<file path="src/rtl/nbp_pkg.sv">
package nbp_pkg;
  typedef enum logic {
    TAG_DEMAND   = 1'b0,
    TAG_PREFETCH = 1'b1
  } mem_tag_e;
endpackage

</file>
<file path="src/rtl/nbp_sbuf.sv">
module nbp_sbuf #(
  parameter int ADDR_W = 26,
  parameter int DATA_W = 32,
  parameter int DEPTH  = 4
) (
  input  logic              clk,
  input  logic              rst_n,
  input  logic [ADDR_W-1:0] lk_addr,
  output logic              lk_hit,
  output logic [DATA_W-1:0] lk_data,
  input  logic [ADDR_W-1:0] chk_addr,
  output logic              chk_hit,
  input  logic              take,
  input  logic              flush,
  input  logic              wr_en,
  input  logic [ADDR_W-1:0] wr_addr,
  input  logic [DATA_W-1:0] wr_data
);
  localparam int PTR_W = (DEPTH > 1) ? $clog2(DEPTH) : 1;

  logic [DEPTH-1:0]  vld_q, vld_nx, lk_vec, chk_vec;
  logic [ADDR_W-1:0] tag_q [DEPTH];
  logic [DATA_W-1:0] dat_q [DEPTH];
  logic [PTR_W-1:0]  ptr_q;

  function automatic logic [PTR_W-1:0] ptr_next(input logic [PTR_W-1:0] p);
    return (p == PTR_W'(DEPTH - 1)) ? '0 : p + 1'b1;
  endfunction

  for (genvar g = 0; g < DEPTH; g++) begin : g_cmp
    assign lk_vec[g]  = vld_q[g] && (tag_q[g] == lk_addr);
    assign chk_vec[g] = vld_q[g] && (tag_q[g] == chk_addr);
  end

  assign lk_hit  = |lk_vec;
  assign chk_hit = |chk_vec;

  always_comb begin
    lk_data = '0;
    for (int i = 0; i < DEPTH; i++)
      if (lk_vec[i]) lk_data = lk_data | dat_q[i];
  end

  always_comb begin
    vld_nx = vld_q;
    if (take)  vld_nx = vld_nx & ~lk_vec;
    if (wr_en) vld_nx[ptr_q] = 1'b1;
    if (flush) vld_nx = '0;
  end

  always_ff @(posedge clk or negedge rst_n) begin
    if (!rst_n) begin
      vld_q <= '0;
      ptr_q <= '0;
    end else begin
      vld_q <= vld_nx;
      if (flush)      ptr_q <= '0;
      else if (wr_en) ptr_q <= ptr_next(ptr_q);
    end
  end

  always_ff @(posedge clk) begin
    if (wr_en && !flush) begin
      tag_q[ptr_q] <= wr_addr;
      dat_q[ptr_q] <= wr_data;
    end
  end

  AST_SB_UNIQUE: assert property (@(posedge clk) disable iff (!rst_n)
    $onehot0(lk_vec)) else $error("duplicate stream buffer line");

  AST_SB_FLUSHED: assert property (@(posedge clk) disable iff (!rst_n)
    flush |=> (!lk_hit && !chk_hit)) else $error("entry survived flush");
endmodule

</file>
<file path="src/rtl/nbp_reqsel.sv">
module nbp_reqsel #(
  parameter int ADDR_W = 26
) (
  input  logic              dmd_req,
  input  logic [ADDR_W-1:0] dmd_addr,
  input  logic              pf_want,
  input  logic [ADDR_W-1:0] pf_addr,
  input  logic              pf_busy,
  input  logic              mem_ready,
  output logic              req_valid,
  output logic [ADDR_W-1:0] req_addr,
  output nbp_pkg::mem_tag_e req_tag,
  output logic              dmd_issue,
  output logic              pf_issue
);
  logic pf_go;

  assign pf_go     = pf_want && !pf_busy && !dmd_req;
  assign req_valid = dmd_req || pf_go;
  assign req_addr  = dmd_req ? dmd_addr : pf_addr;
  assign req_tag   = dmd_req ? nbp_pkg::TAG_DEMAND : nbp_pkg::TAG_PREFETCH;
  assign dmd_issue = dmd_req && mem_ready;
  assign pf_issue  = pf_go && mem_ready;
endmodule

</file>
<file path="src/rtl/nbp_prefetch.sv">
module nbp_prefetch #(
  parameter int ADDR_W    = 26,
  parameter int DATA_W    = 32,
  parameter int SB_DEPTH  = 4,
  parameter int LOOKAHEAD = 1
) (
  input  logic              clk,
  input  logic              rst_n,
  input  logic              obl_en,
  input  logic              acc_valid,
  input  logic [ADDR_W-1:0] acc_addr,
  input  logic              acc_hit,
  output logic              acc_ready,
  output logic              mem_req_valid,
  input  logic              mem_req_ready,
  output logic [ADDR_W-1:0] mem_req_addr,
  output logic              mem_req_tag,
  input  logic              mem_rsp_valid,
  input  logic              mem_rsp_tag,
  input  logic [DATA_W-1:0] mem_rsp_data,
  output logic              fill_valid,
  output logic [ADDR_W-1:0] fill_addr,
  output logic [DATA_W-1:0] fill_data,
  output logic              fill_from_sb
);
  import nbp_pkg::*;

  function automatic logic [ADDR_W-1:0] blk_ahead(input logic [ADDR_W-1:0] a);
    return a + ADDR_W'(LOOKAHEAD);
  endfunction

  // state
  logic              dmd_busy, dmd_req;
  logic [ADDR_W-1:0] dmd_addr;
  logic              pf_want, pf_busy, pf_stale;
  logic [ADDR_W-1:0] pf_want_addr, pf_out_addr;

  // named events
  logic              acc_fire, miss_evt, sb_hit_evt, sb_miss_evt, obl_evt;
  logic              pf_trig, pf_dup, pf_queue;
  logic              dmd_rsp, pf_rsp, sb_wr;
  logic [ADDR_W-1:0] pf_tgt;
  logic              lk_hit, chk_hit;
  logic [DATA_W-1:0] lk_data;
  logic              dmd_issue, pf_issue;
  mem_tag_e          req_tag;

  assign acc_ready   = !dmd_busy;
  assign acc_fire    = acc_valid && acc_ready;
  assign miss_evt    = acc_fire && !acc_hit;
  assign sb_hit_evt  = miss_evt && lk_hit;
  assign sb_miss_evt = miss_evt && !lk_hit;
  assign obl_evt     = acc_fire && acc_hit && obl_en;
  assign pf_trig     = miss_evt || obl_evt;
  assign pf_tgt      = blk_ahead(acc_addr);
  // after a flush nothing older counts as a duplicate
  assign pf_dup      = !sb_miss_evt &&
                       (chk_hit || (pf_busy && !pf_stale && pf_out_addr == pf_tgt));
  assign pf_queue    = pf_trig && !pf_dup;
  assign dmd_rsp     = mem_rsp_valid && (mem_rsp_tag == TAG_DEMAND);
  assign pf_rsp      = mem_rsp_valid && (mem_rsp_tag == TAG_PREFETCH);
  assign sb_wr       = pf_rsp && !pf_stale && !sb_miss_evt;

  nbp_sbuf #(.ADDR_W(ADDR_W), .DATA_W(DATA_W), .DEPTH(SB_DEPTH)) u_sbuf (
    .clk      (clk),
    .rst_n    (rst_n),
    .lk_addr  (acc_addr),
    .lk_hit   (lk_hit),
    .lk_data  (lk_data),
    .chk_addr (pf_tgt),
    .chk_hit  (chk_hit),
    .take     (sb_hit_evt),
    .flush    (sb_miss_evt),
    .wr_en    (sb_wr),
    .wr_addr  (pf_out_addr),
    .wr_data  (mem_rsp_data)
  );

  nbp_reqsel #(.ADDR_W(ADDR_W)) u_reqsel (
    .dmd_req   (dmd_req),
    .dmd_addr  (dmd_addr),
    .pf_want   (pf_want),
    .pf_addr   (pf_want_addr),
    .pf_busy   (pf_busy),
    .mem_ready (mem_req_ready),
    .req_valid (mem_req_valid),
    .req_addr  (mem_req_addr),
    .req_tag   (req_tag),
    .dmd_issue (dmd_issue),
    .pf_issue  (pf_issue)
  );

  assign mem_req_tag = req_tag;

  always_ff @(posedge clk or negedge rst_n) begin
    if (!rst_n) begin
      dmd_busy     <= 1'b0;
      dmd_req      <= 1'b0;
      dmd_addr     <= '0;
      pf_want      <= 1'b0;
      pf_want_addr <= '0;
      pf_busy      <= 1'b0;
      pf_stale     <= 1'b0;
      pf_out_addr  <= '0;
      fill_valid   <= 1'b0;
      fill_addr    <= '0;
      fill_data    <= '0;
      fill_from_sb <= 1'b0;
    end else begin
      if (sb_miss_evt) begin
        dmd_busy <= 1'b1;
        dmd_req  <= 1'b1;
        dmd_addr <= acc_addr;
      end else begin
        if (dmd_rsp)   dmd_busy <= 1'b0;
        if (dmd_issue) dmd_req  <= 1'b0;
      end

      if (pf_queue) begin
        pf_want      <= 1'b1;
        pf_want_addr <= pf_tgt;
      end else if (sb_miss_evt || pf_issue) begin
        pf_want <= 1'b0;
      end

      if (pf_issue) begin
        pf_busy     <= 1'b1;
        pf_out_addr <= pf_want_addr;
        pf_stale    <= sb_miss_evt;
      end else if (pf_rsp) begin
        pf_busy  <= 1'b0;
        pf_stale <= 1'b0;
      end else if (sb_miss_evt && pf_busy) begin
        pf_stale <= 1'b1;
      end

      fill_valid <= sb_hit_evt || dmd_rsp;
      if (sb_hit_evt) begin
        fill_addr    <= acc_addr;
        fill_data    <= lk_data;
        fill_from_sb <= 1'b1;
      end else if (dmd_rsp) begin
        fill_addr    <= dmd_addr;
        fill_data    <= mem_rsp_data;
        fill_from_sb <= 1'b0;
      end
    end
  end

  AST_DEMAND_FIRST: assert property (@(posedge clk) disable iff (!rst_n)
    sb_miss_evt |=> (mem_req_valid && mem_req_tag == TAG_DEMAND &&
                     mem_req_addr == $past(acc_addr))) else $error("demand not first");

  AST_DEMAND_OWNED: assert property (@(posedge clk) disable iff (!rst_n)
    (mem_req_valid && mem_req_tag == TAG_DEMAND) |-> dmd_busy) else $error("orphan demand");

  AST_DEMAND_FILL: assert property (@(posedge clk) disable iff (!rst_n)
    dmd_rsp |=> (fill_valid && !fill_from_sb && fill_addr == $past(dmd_addr)))
    else $error("demand fill wrong");

  AST_SB_FILL: assert property (@(posedge clk) disable iff (!rst_n)
    sb_hit_evt |=> (fill_valid && fill_from_sb && fill_addr == $past(acc_addr) &&
                    !(mem_req_valid && mem_req_tag == TAG_DEMAND)))
    else $error("buffer fill wrong");

  AST_BLOCKED: assert property (@(posedge clk) disable iff (!rst_n)
    sb_miss_evt |=> !acc_ready) else $error("accepting during demand");
endmodule

</file>
<file path="config.mk">
export PLATFORM = sky130hd
export DESIGN_NAME = nbp_prefetch
export DESIGN_NICKNAME = d
export VERILOG_FILES = /design/src/rtl/nbp_pkg.sv /design/src/rtl/nbp_sbuf.sv /design/src/rtl/nbp_reqsel.sv /design/src/rtl/nbp_prefetch.sv
export SDC_FILE = /design/constraint.sdc
export NUM_CORES = 1
export LEC_CHECK = 0
export ABC_CLOCK_PERIOD_IN_PS = 5900
export BUFFER_PORTS_ARGS = -buffer_cell sky130_fd_sc_hd__buf_2
export CORE_MARGIN = 1.5
export CORE_UTILIZATION = 50
export CTS_CLUSTER_SIZE = 30
export DETAILED_ROUTE_END_ITERATION = 10
export PLACE_DENSITY = 0.68
export SLEW_MARGIN = 20
export SYNTH_ARGS = -nofsm -noshare
export SYNTH_HDL_FRONTEND = slang
export SYNTH_HIERARCHICAL = 1
export SYNTH_SLANG_ARGS = --single-unit
export TNS_END_PERCENT = 10
</file>
<file path="constraint.sdc">
create_clock -name clk -period 5.9 [get_ports clk]
set_input_delay 1.18 -clock clk [delete_from_list [all_inputs] [get_ports clk]]
set_output_delay 1.18 -clock clk [all_outputs]
set_load 0.05 [all_outputs]
</file>
==> results.json, run 1 <==
{
  "route.detailed.drc": 0,
  "cts_root_buf": "clkbuf_16",
  "rows": 71,
  "max_cap_viol_count": 0,
  "clkLatencyLatePin_ns": 0.58,
  "crit_chain": "buf_2, nand4_1, nor3_1, nand3_1, xnor2_1, buf_4, xor2_1, nor4_1, nand4_1, nand4_1, o22a_1, a211oi_4, buf_12, mux2_2",
  "track_usage": 0.321,
  "period_minus_slack_ns": 5.35,
  "clock-sinks": 381,
  "max_stage_delay_ns": 0.75,
  "cts_resized": 0,
  "synthTopCellsByArea": "edfxtp_1 (36%), dfrtp_1 (19%), xnor2_1 (6.2%)",
  "post-cts-setup-buffer-count": 0,
  "syn-cell-area_sq_um": 19200,
  "synthArstFlopShare": 0.391,
  "gr-usage-met1": 0.445,
  "die_y_microns": 199,
  "dieArea_sq_um": 39600,
  "gr-max-usage-layer": "met2",
  "yosysUniqueCellTypes": 54,
  "yosys_warnings": 6,
  "path_common_cell": "nand4_1",
  "synth-seq-cells": 381,
  "wirelength_microns": 62800,
  "overflow": 0,
  "antenna_found_initial": 0,
  "rsz0062_at_grt": "no",
  "syn_avg_cell_area_sq_um": 12.0,
  "layout-drive-gt1-share": 0.224,
  "slowest_stage": "a211oi_4",
  "max_freq_mhz": 187,
  "worst_slew_pin_slew_ns": 0.975,
  "total_leakage_power_nw": 8.46,
  "cp.arrival_ns": 5.79,
  "synth_top_area_frac": 0.363,
  "final_area_sq_um": 22000,
  "clk_pin_slew_ns": 0.06,
  "vdd_ir_drop_max_mv": 0.394,
  "netlist_instances": 1603,
  "synth_edf_count": 232,
  "path_max_fanout": 19,
  "gp_congestion": 1.00,
  "hp-class": "flop to flop",
  "crit_required_ns": 6.34,
  "grt_pass1_wl_microns": 92100,
  "die_w_microns": 199,
  "cts_tree": "built",
  "io_buffers": 154,
  "drtAntennaViolNets": 0,
  "p_per_area_nw_per_um2": 409,
  "area_growth_syn_to_layout_pct": 14.9,
  "grt_pass1_vias": 13741,
  "vias": 14095,
  "synth_ff_type": "edfxtp_1",
  "drt_pass1_iterations": 5,
  "ys_seq_area_frac": 0.557,
  "skew_ns": 0.0230,
  "cp-start-kind": "input port",
  "wl_per_cell_microns": 27.5,
  "fin_crit_sh": 0.907,
  "coreArea_sq_um": 37800,
  "clk_path_buf_depth": 3,
  "setup_violations": 0,
  "grtUsageMet2": 0.522,
  "placed_area_sq_um": 20700,
  "cts_hold_buffers": 0,
  "synth_fp_nets": 1674,
  "finalHoldViolations": 0,
  "synth_top_area_cell": "edfxtp_1",
  "status": "finished clean",
  "drt_iter0_drc": 1467,
  "vias_per_cell": 6.17,
  "dp_hpwl_microns": 42000,
  "crit_path_end_kind": "flop",
  "crit_type": "input port to flop",
  "layout.nets": 1811,
  "grt_max_degree": 122,
  "synth_most_common_cell": "edfxtp_1",
  "setup_slack_ns": 0.550,
  "relSlewSlack": 0.345,
  "cts_buffers": 42,
  "slew_violations": 0,
  "antenna_cells": 0,
  "htree_levels": 2,
  "ios": 155,
  "use_met3": 0.0422,
  "initial_core_util": 0.508,
  "ys_top_cells_by_count": "edfxtp_1 (232), dfrtp_1 (149), xnor2_1 (136), nand2_1 (116), xor2_1 (115)",
  "pre_cts_slack_ns": 0.111
}
worst paths after layout:
path	startpoint	to	slack [ns]	cells past startpoint
max	acc_addr[8]	pf_want_addr[5]	0.55	14
min	fill_from_sb	fill_from_sb	0.48	1
max reg2reg	u_sbuf/tag_q[3][23]	u_sbuf/dat_q[3][5]	1.95	10
min reg2reg	fill_from_sb	fill_from_sb	0.48	1
max in group asynchronous	rst_n	fill_addr[6]	4.13	2
min in group asynchronous	rst_n	fill_data[5]	0.54	1
per-stage QoR:
stage	hold WS, ns	cells	total power, W	utilization	TNS [ns]
2_1_floorplan	0.463	1603	0.00553	-	0
3_3_place_gp	0.458	2207	0.00641	0.548	-0.0347
3_5_place_dp	0.477	2207	0.00644	0.548	0
4_1_cts	0.490	2285	0.00904	0.584	0
5_1_grt	0.505	2285	0.00933	0.584	0
6_report	0.484	2285	0.00902	0.584	0
cell usage in the layout, fill, tap and decap left out, drive strengths merged, types with 18 or more instances in the layout:
master and count:
nand4 86, dfrtp 149, or3 41, clkinv 18
nand2 116, buf 211, or4 36, o21ai 69
mux2 102, nor2 18, xor2 115, inv 19
xnor2 136, mux2i 60, and3 71, nand3 113
nor4 36, edfxtp 232, clkbuf 51
worst max-delay path: cells and delay by family:
family,cells,cell delay (ns)
AOI/OAI and AO/OA,2,0.99
xor gates and xnor gates,2,0.49
buffers and inverters,3,0.79
muxes,1,0.36
and+or+nand+nor,6,1.93
layout make-up:
| cell class | count | area (sq um) |
|---|---|---|
| Tap cell | 511 | 639 |
| Multi-Input combinational cell | 1087 | 7990 |
| Clock buffer | 51 | 1090 |
| Clock inverter | 27 | 253 |
| Inverter | 17 | 63.8 |
| Timing Repair Buffer | 211 | 1310 |
| Sequential cell | 381 | 10700 |
| Fill cell | 3177 | 15700 |
registers in the layout (all words and copies together), names as in the netlist, 4 cells and up:
signal,flops
fill_data,32
fill_addr,26
pf_out_addr,26
dmd_addr,26
u_sbuf/dat_q,128
u_sbuf/vld_q,4
pf_want_addr,26
u_sbuf/tag_q,104
layer usage:
layer  part of all wire  vias up  wire length, microns
met3              0.078      115                  4870
met5                  0        -                     0
met2               0.47      746                 29700
met4              0.033        0                  2070
li1                   -     6158                     -
met1               0.42     7076                 26200
kinds of logic (layout without fill, tap and decap cells):
logic type | Yosys count | after routing | share of synthesized area
muxes | 162 | 162 | 0.0963
buffers and inverters | 135 | 306 | 0.0297
xor gates and xnor gates | 251 | 251 | 0.115
adders and majority gates | 5 | 5 | 0.00326
AOI/OAI and AO/OA | 107 | 107 | 0.0338
DFF | 381 | 381 | 0.557
and+or+nand+nor | 562 | 562 | 0.165
report_power, final:
group | internal (W) | leakage, nW | switching (W)
logic | 0.000820 | 3.95 | 0.00167
registers | 0.00341 | 3.87 | 0.000523
clock network | 0.00150 | 0.650 | 0.00110
total | 0.00573 | 8.46 | 0.00329
Note: power is estimated with default switching activity, not from simulation.
==> run 2, diff against run 1 <==
--- a/config.mk
+++ b/config.mk
@@ -7,11 +7,13 @@
 export LEC_CHECK = 0
 export ABC_CLOCK_PERIOD_IN_PS = 5900
 export BUFFER_PORTS_ARGS = -buffer_cell sky130_fd_sc_hd__buf_2
+export CELL_PAD_IN_SITES_DETAIL_PLACEMENT = 0
+export CELL_PAD_IN_SITES_GLOBAL_PLACEMENT = 1
 export CORE_MARGIN = 1.5
-export CORE_UTILIZATION = 50
+export CORE_UTILIZATION = 49
 export CTS_CLUSTER_SIZE = 30
 export DETAILED_ROUTE_END_ITERATION = 10
-export PLACE_DENSITY = 0.68
+export PLACE_DENSITY_LB_ADDON = 0.1
 export SLEW_MARGIN = 20
 export SYNTH_ARGS = -nofsm -noshare
 export SYNTH_HDL_FRONTEND = slang
==> run 2 against run 1 <==
Against the previous run:
- register-to-register slack improved by 0.12 ns
- count of clock-buffer cells in the layout rose by 5
- via count fell by 1.7%
- highest routed layer unchanged
==> results.json, run 2 (synthesis gave the netlist of run 1 again) <==
{
  "status": "finished clean",
  "crit_buf_inv": 4,
  "gr-usage-met1": 0.422,
  "fillers": 3277,
  "coreArea_sq_um": 38600,
  "ios": 155,
  "p_per_area_nw_per_um2": 406,
  "area_growth_syn_to_layout_pct": 14.9,
  "max_freq_mhz": 206,
  "period_minus_slack_ns": 4.86,
  "vdd_ir_drop_max_mv": 0.479,
  "initial_core_util": 0.496,
  "overflow": 0,
  "grt_pass1_wl_microns": 92100,
  "rsz0062_at_grt": "no",
  "clk_path_buf_depth": 3,
  "crit_path_end_kind": "flop",
  "crit_start": "acc_addr[0]",
  "wirelength_microns": 61700,
  "slowest_stage": "nor4_1",
  "crit_family": "simple AND/OR/NAND/NOR gates",
  "tns_ns": 0,
  "antenna_found_initial": 0,
  "setup_violations": 0,
  "gr-max-usage-layer": "met2",
  "io_buffers": 154,
  "vias": 13850,
  "gp_congestion": 0.930,
  "vias_per_cell": 6.03,
  "drt_pass1_iterations": 5,
  "die_w_microns": 201,
  "r2r-start": "u_sbuf/tag_q[3][14]",
  "grt_max_degree": 122,
  "critical_path.endpoint": "pf_want_addr[15]",
  "r2r_end": "u_sbuf/tag_q[3][18]",
  "route.detailed.drc": 0,
  "path_max_fanout": 14,
  "cts_tree": "built",
  "cp.arrival_ns": 5.31,
  "skew_ns": 0.0180,
  "die_y_microns": 201,
  "clkLatencyLatePin_ns": 0.57,
  "layout-drive-gt1-share": 0.225,
  "top_register": "u_sbuf/dat_q",
  "crit_required_ns": 6.34,
  "cts_buffers": 42,
  "placed_cells": 2217,
  "layout.nets": 1814,
  "drt_iter0_drc": 1132,
  "clk_pin_slew_ns": 0.06,
  "hp-class": "flop to flop",
  "largest_register_ffs": 128,
  "rrSetupSlack_ns": 2.07,
  "cp_num_cells": 16,
  "dieArea_sq_um": 40400,
  "crit_chain": "buf_2, ha_1, nand4_1, nor2_1, buf_4, nand3_1, xnor2_1, buf_4, xor2_1, nor4_1, nand4_1, nand4_1, o22a_1, a211oi_4, buf_4, mux2_4",
  "total_leakage_power_nw": 8.48,
  "layout.cells.non_filler": 2295,
  "worst_slew_pin_slew_ns": 1.00,
  "fin_crit_sh": 0.825,
  "ff2ff_path_depth": 11,
  "crit_type": "input port to flop",
  "htree_levels": 2,
  "post-cts-setup-buffer-count": 0,
  "cts_hold_buffers": 0,
  "drtAntennaViolNets": 0,
  "relSlewSlack": 0.328,
  "dp_hpwl_microns": 41000,
  "grt_pass1_vias": 13698,
  "top_regs": "u_sbuf/dat_q (128), u_sbuf/tag_q (104), fill_data (32)",
  "track_usage": 0.309,
  "final_common_cell": "edfxtp_1",
  "layout_common_cells": "edfxtp_1 (232), buf_2 (153), dfrtp_1 (148)",
  "max_stage_delay_ns": 0.65,
  "finalHoldViolations": 0,
  "max_cap_viol_count": 0,
  "cts_root_buf": "clkbuf_16",
  "rows": 72,
  "use_met3": 0.0419,
  "cts_resized": 0,
  "clock-sinks": 381,
  "grtUsageMet2": 0.503,
  "slew_violations": 0,
  "cp-start-kind": "input port",
  "wl_per_cell_microns": 26.9
}
[run 2: changes by cell type in the layout (fill, tap and decap cells not counted), moves of 2 or more]
| cell | previous run | this run |
|---|---|---|
| clkbuf_8 | 1 | 5 |
| clkinvlp_4 | 3 | 0 |
| buf_4 | 49 | 52 |
| clkinv_1 | 10 | 8 |
| clkinv_2 | 6 | 9 |
| bufinv_16 | 4 | 2 |
[run 2: through the flow]
stage / hold slack, ns / total power [W] / setup slack (ns) / cell area, sq um / utilization
after global placement: 0.457 / 0.00641 / 0.629 / 20700 / 0.536
final: 0.477 / 0.00895 / 1.04 / 22100 / 0.571
after detailed placement: 0.472 / 0.00644 / 0.608 / 20700 / 0.536
after global routing: 0.512 / 0.00929 / 0.860 / 22000 / 0.571
after floorplan: 0.463 / 0.00553 / 0.609 / 19200 / -
after CTS: 0.484 / 0.00899 / 1.18 / 22000 / 0.571
[run 2: worst min-delay path by stage]
stage	startpoint	end	slack (ns)	cells after the start
final	fill_from_sb	fill_from_sb	0.48	1
after floorplan	dmd_busy	dmd_busy	0.46	1
after global routing	fill_from_sb	fill_from_sb	0.51	1
after detailed placement	fill_from_sb	fill_from_sb	0.47	1
after CTS	fill_from_sb	fill_from_sb	0.48	1
after global placement	fill_from_sb	fill_from_sb	0.46	1
[run 2: layout make-up]
| type | instances | area, sq um | area share |
|---|---|---|---|
| flip-flops and latches | 381 | 10700 | 0.485 |
| multi-input cells | 1087 | 7990 | 0.362 |
| repair buffers | 214 | 1330 | 0.0602 |
| clock buffers | 56 | 1170 | 0.0533 |
| well taps | 518 | 648 | 0.0294 |
| clock inverters | 21 | 153 | 0.00692 |
| inverters | 17 | 63.8 | 0.00289 |
| diodes | 1 | 2.50 | 0.000113 |
[run 2: per-layer routing]
layer  part of all wire  vias up
met4              0.039        0
li1                   -     6170
met3              0.062      110
met2               0.48      565
met1               0.42     7005
met5                  0        -
[run 2: where the power goes]
part,internal [W],leakage (nW),switching (W)
clock,0.00148,0.660,0.00106
combinational,0.000820,3.96,0.00164
sequential,0.00341,3.87,0.000531
total,0.00571,8.48,0.00323
==> run 3, diff against run 2 <==
--- a/config.mk
+++ b/config.mk
@@ -5,7 +5,7 @@
 export SDC_FILE = /design/constraint.sdc
 export NUM_CORES = 1
 export LEC_CHECK = 0
-export ABC_CLOCK_PERIOD_IN_PS = 5900
+export ABC_CLOCK_PERIOD_IN_PS = 4800
 export BUFFER_PORTS_ARGS = -buffer_cell sky130_fd_sc_hd__buf_2
 export CELL_PAD_IN_SITES_DETAIL_PLACEMENT = 0
 export CELL_PAD_IN_SITES_GLOBAL_PLACEMENT = 1
==> constraint.sdc (replaced) <==
create_clock -name clk -period 4.8 [get_ports clk]
set_input_delay 0.96 -clock clk [delete_from_list [all_inputs] [get_ports clk]]
set_output_delay 0.96 -clock clk [all_outputs]
set_load 0.05 [all_outputs]
==> run 3 against run 2 <==
Against the previous run:
- global-route usage up 0.30 points
- worst hold slack worse by 0.13 ns
- total power up 27%
- via count up 2.2%
- register-to-register slack worse by 1.1 ns
- wire length up 1.2%
- combinational power up 25%
- clock power up 35%
- critical path depth unchanged
- cell count up 2.6%
- flip-flop and latch count unchanged
- critical path type unchanged
- largest power group unchanged
- highest routed layer unchanged
==> results.json, run 3 (synthesis gave the netlist of run 1 again) <==
{
  "status": "finished clean",
  "power_frac_comb": 0.270,
  "period_minus_slack_ns": 4.09,
  "cts_resized": 0,
  "grt_pass1_wl_microns": 93500,
  "die_w_microns": 201,
  "dieArea_sq_um": 40400,
  "p_total_w": 0.0114,
  "die_y_microns": 201,
  "drt_iter0_drc": 1166,
  "clk_path_buf_depth": 3,
  "crit_path_end_kind": "flop",
  "cts_hold_buffers": 0,
  "layout_common_cells": "edfxtp_1 (232), buf_2 (153), dfrtp_1 (149)",
  "cts_buffers": 43,
  "clock-sinks": 381,
  "worst_slew_pin_slew_ns": 0.626,
  "post-cts-setup-buffer-count": 0,
  "cts_root_buf": "clkbuf_16",
  "initial_core_util": 0.496,
  "crit_required_ns": 5.25,
  "antenna_found_initial": 3,
  "wirelength_microns": 62400,
  "crit_family": "simple AND/OR/NAND/NOR gates",
  "rsz0062_at_grt": "no",
  "crit_type": "input port to flop",
  "dp_hpwl_microns": 42800,
  "hp-class": "input port to async pin",
  "drt_pass1_iterations": 5,
  "cp-start-kind": "input port",
  "max_cap_viol_count": 0,
  "rows": 72,
  "slowest_stage": "nand4_1",
  "grt_pass1_vias": 14036,
  "p_int_w": 0.00729,
  "cp.arrival_ns": 4.54,
  "grt_max_degree": 67,
  "coreArea_sq_um": 38600,
  "crit_chain": "buf_2, nand4_1, nor2_1, buf_4, nand3_1, xnor2_1, buf_4, xnor2_1, nand4_1, nor4_1, nand4_1, nand4_1, o22a_1, a211oi_4, buf_4, mux2_4",
  "p_per_area_nw_per_um2": 501,
  "crit_buf_inv": 4,
  "total_leakage_power_nw": 8.85,
  "switching_power_w": 0.00406,
  "layout.nets": 1871,
  "fin_crit_sh": 0.851,
  "skew_ns": 0.0223,
  "path_common_cell": "nand4_1",
  "top_register": "u_sbuf/dat_q",
  "ios": 155,
  "max_stage_delay_ns": 0.37,
  "gp_congestion": 0.891,
  "final_common_cell": "edfxtp_1",
  "drtAntennaViolNets": 0,
  "finalHoldViolations": 0,
  "clkLatencyLatePin_ns": 0.58,
  "cts_tree": "built",
  "top_regs": "u_sbuf/dat_q (128), u_sbuf/tag_q (104), fill_data (32)",
  "track_usage": 0.312,
  "area_growth_syn_to_layout_pct": 18.0,
  "route.detailed.drc": 0,
  "final_core_util": 0.586,
  "layout-drive-gt1-share": 0.254,
  "overflow": 0,
  "path_max_fanout": 12,
  "vias_per_cell": 6.01,
  "sw_frac_of_total": 0.358,
  "max_freq_mhz": 245,
  "vdd_ir_drop_max_mv": 0.617,
  "largest_register_ffs": 128,
  "wl_per_cell_microns": 26.5,
  "setup_violations": 0,
  "io_buffers": 154,
  "pwr-share-seq": 0.427,
  "vias": 14152,
  "clock_power_share": 0.303,
  "clk_pin_slew_ns": 0.06,
  "slew_violations": 0,
  "relSlewSlack": 0.583,
  "htree_levels": 2
}
-- run 3: cell count changes in the layout (fill, tap and decap cells not counted), moves of 2 or more --
cell and change:
bufinv_16 +2, clkbuf_8 +3, buf_4 +54, buf_12 +2, inv_6 +2, clkbuf_16 +2, clkinv_1 -7
-- run 3: final cells by class --
type | count | area (sq um)
Timing Repair Buffer | 270 | 1770
Multi-Input combinational cell | 1087 | 7990
Tap cell | 518 | 648
Antenna cell | 1 | 2.50
Clock inverter | 20 | 219
Sequential cell | 381 | 10700
Fill cell | 3222 | 16000
Inverter | 17 | 63.8
Clock buffer | 60 | 1260
-- run 3: worst paths after layout --
path,cells after the start,startpoint,slack [ns],endpoint
worst max-delay path,16,acc_addr[3],0.71,pf_want_addr[6]
worst min-delay path,1,rst_n,0.35,fill_data[6]
worst max register to register,14,u_sbuf/tag_q[1][18],0.93,pf_want_addr[6]
worst min register to register,1,fill_from_sb,0.48,fill_from_sb
max in group asynchronous,2,rst_n,3.51,dmd_req
min in group clk,1,fill_from_sb,0.48,fill_from_sb
-- run 3: per-stage QoR --
stage,hold slack [ns],std cells,setup TNS (ns),setup WS (ns),cell area [sq um]
5_1_grt,0.390,2353,0,0.551,22600
6_report,0.351,2354,0,0.714,22600
4_1_cts,0.363,2353,0,0.782,22600
3_5_place_dp,0.467,2273,0,0.180,21200
3_3_place_gp,0.458,2273,0,0.185,21200
2_1_floorplan,0.463,1603,-46.27,-0.271,19200
-- run 3: worst register-to-register path, cell delays in order, from the launching register on --
cell	delay, ns
edfxtp_1	0.49
xor2_1	0.18
nor4_1	0.37
buf_4	0.20
nand2_1	0.09
or4_1	0.49
nand4_1	0.16
nor3_2	0.09
nor4_1	0.26
and4_1	0.22
o2111ai_1	0.14
nor4_2	0.41
a211oi_4	0.13
buf_4	0.22
mux2_4	0.32
-- run 3: power groups by stage --
stage	Combinational (W)	Clock, W	Sequential (W)
after floorplan	0.00175	0	0.00504
after global placement	0.00305	0	0.00487
after detailed placement	0.00307	0	0.00490
after CTS	0.00308	0.00349	0.00483
after global routing	0.00322	0.00362	0.00491
final	0.00307	0.00344	0.00485
-- run 3: metal layers --
metal | up-vias | global-route usage | share of wire
met3 | 125 | 0.0369 | 0.060
met1 | 7159 | 0.429 | 0.42
met4 | 0 | 0.108 | 0.035
met5 | - | 0 | 0
li1 | 6283 | - | -
met2 | 585 | 0.512 | 0.48
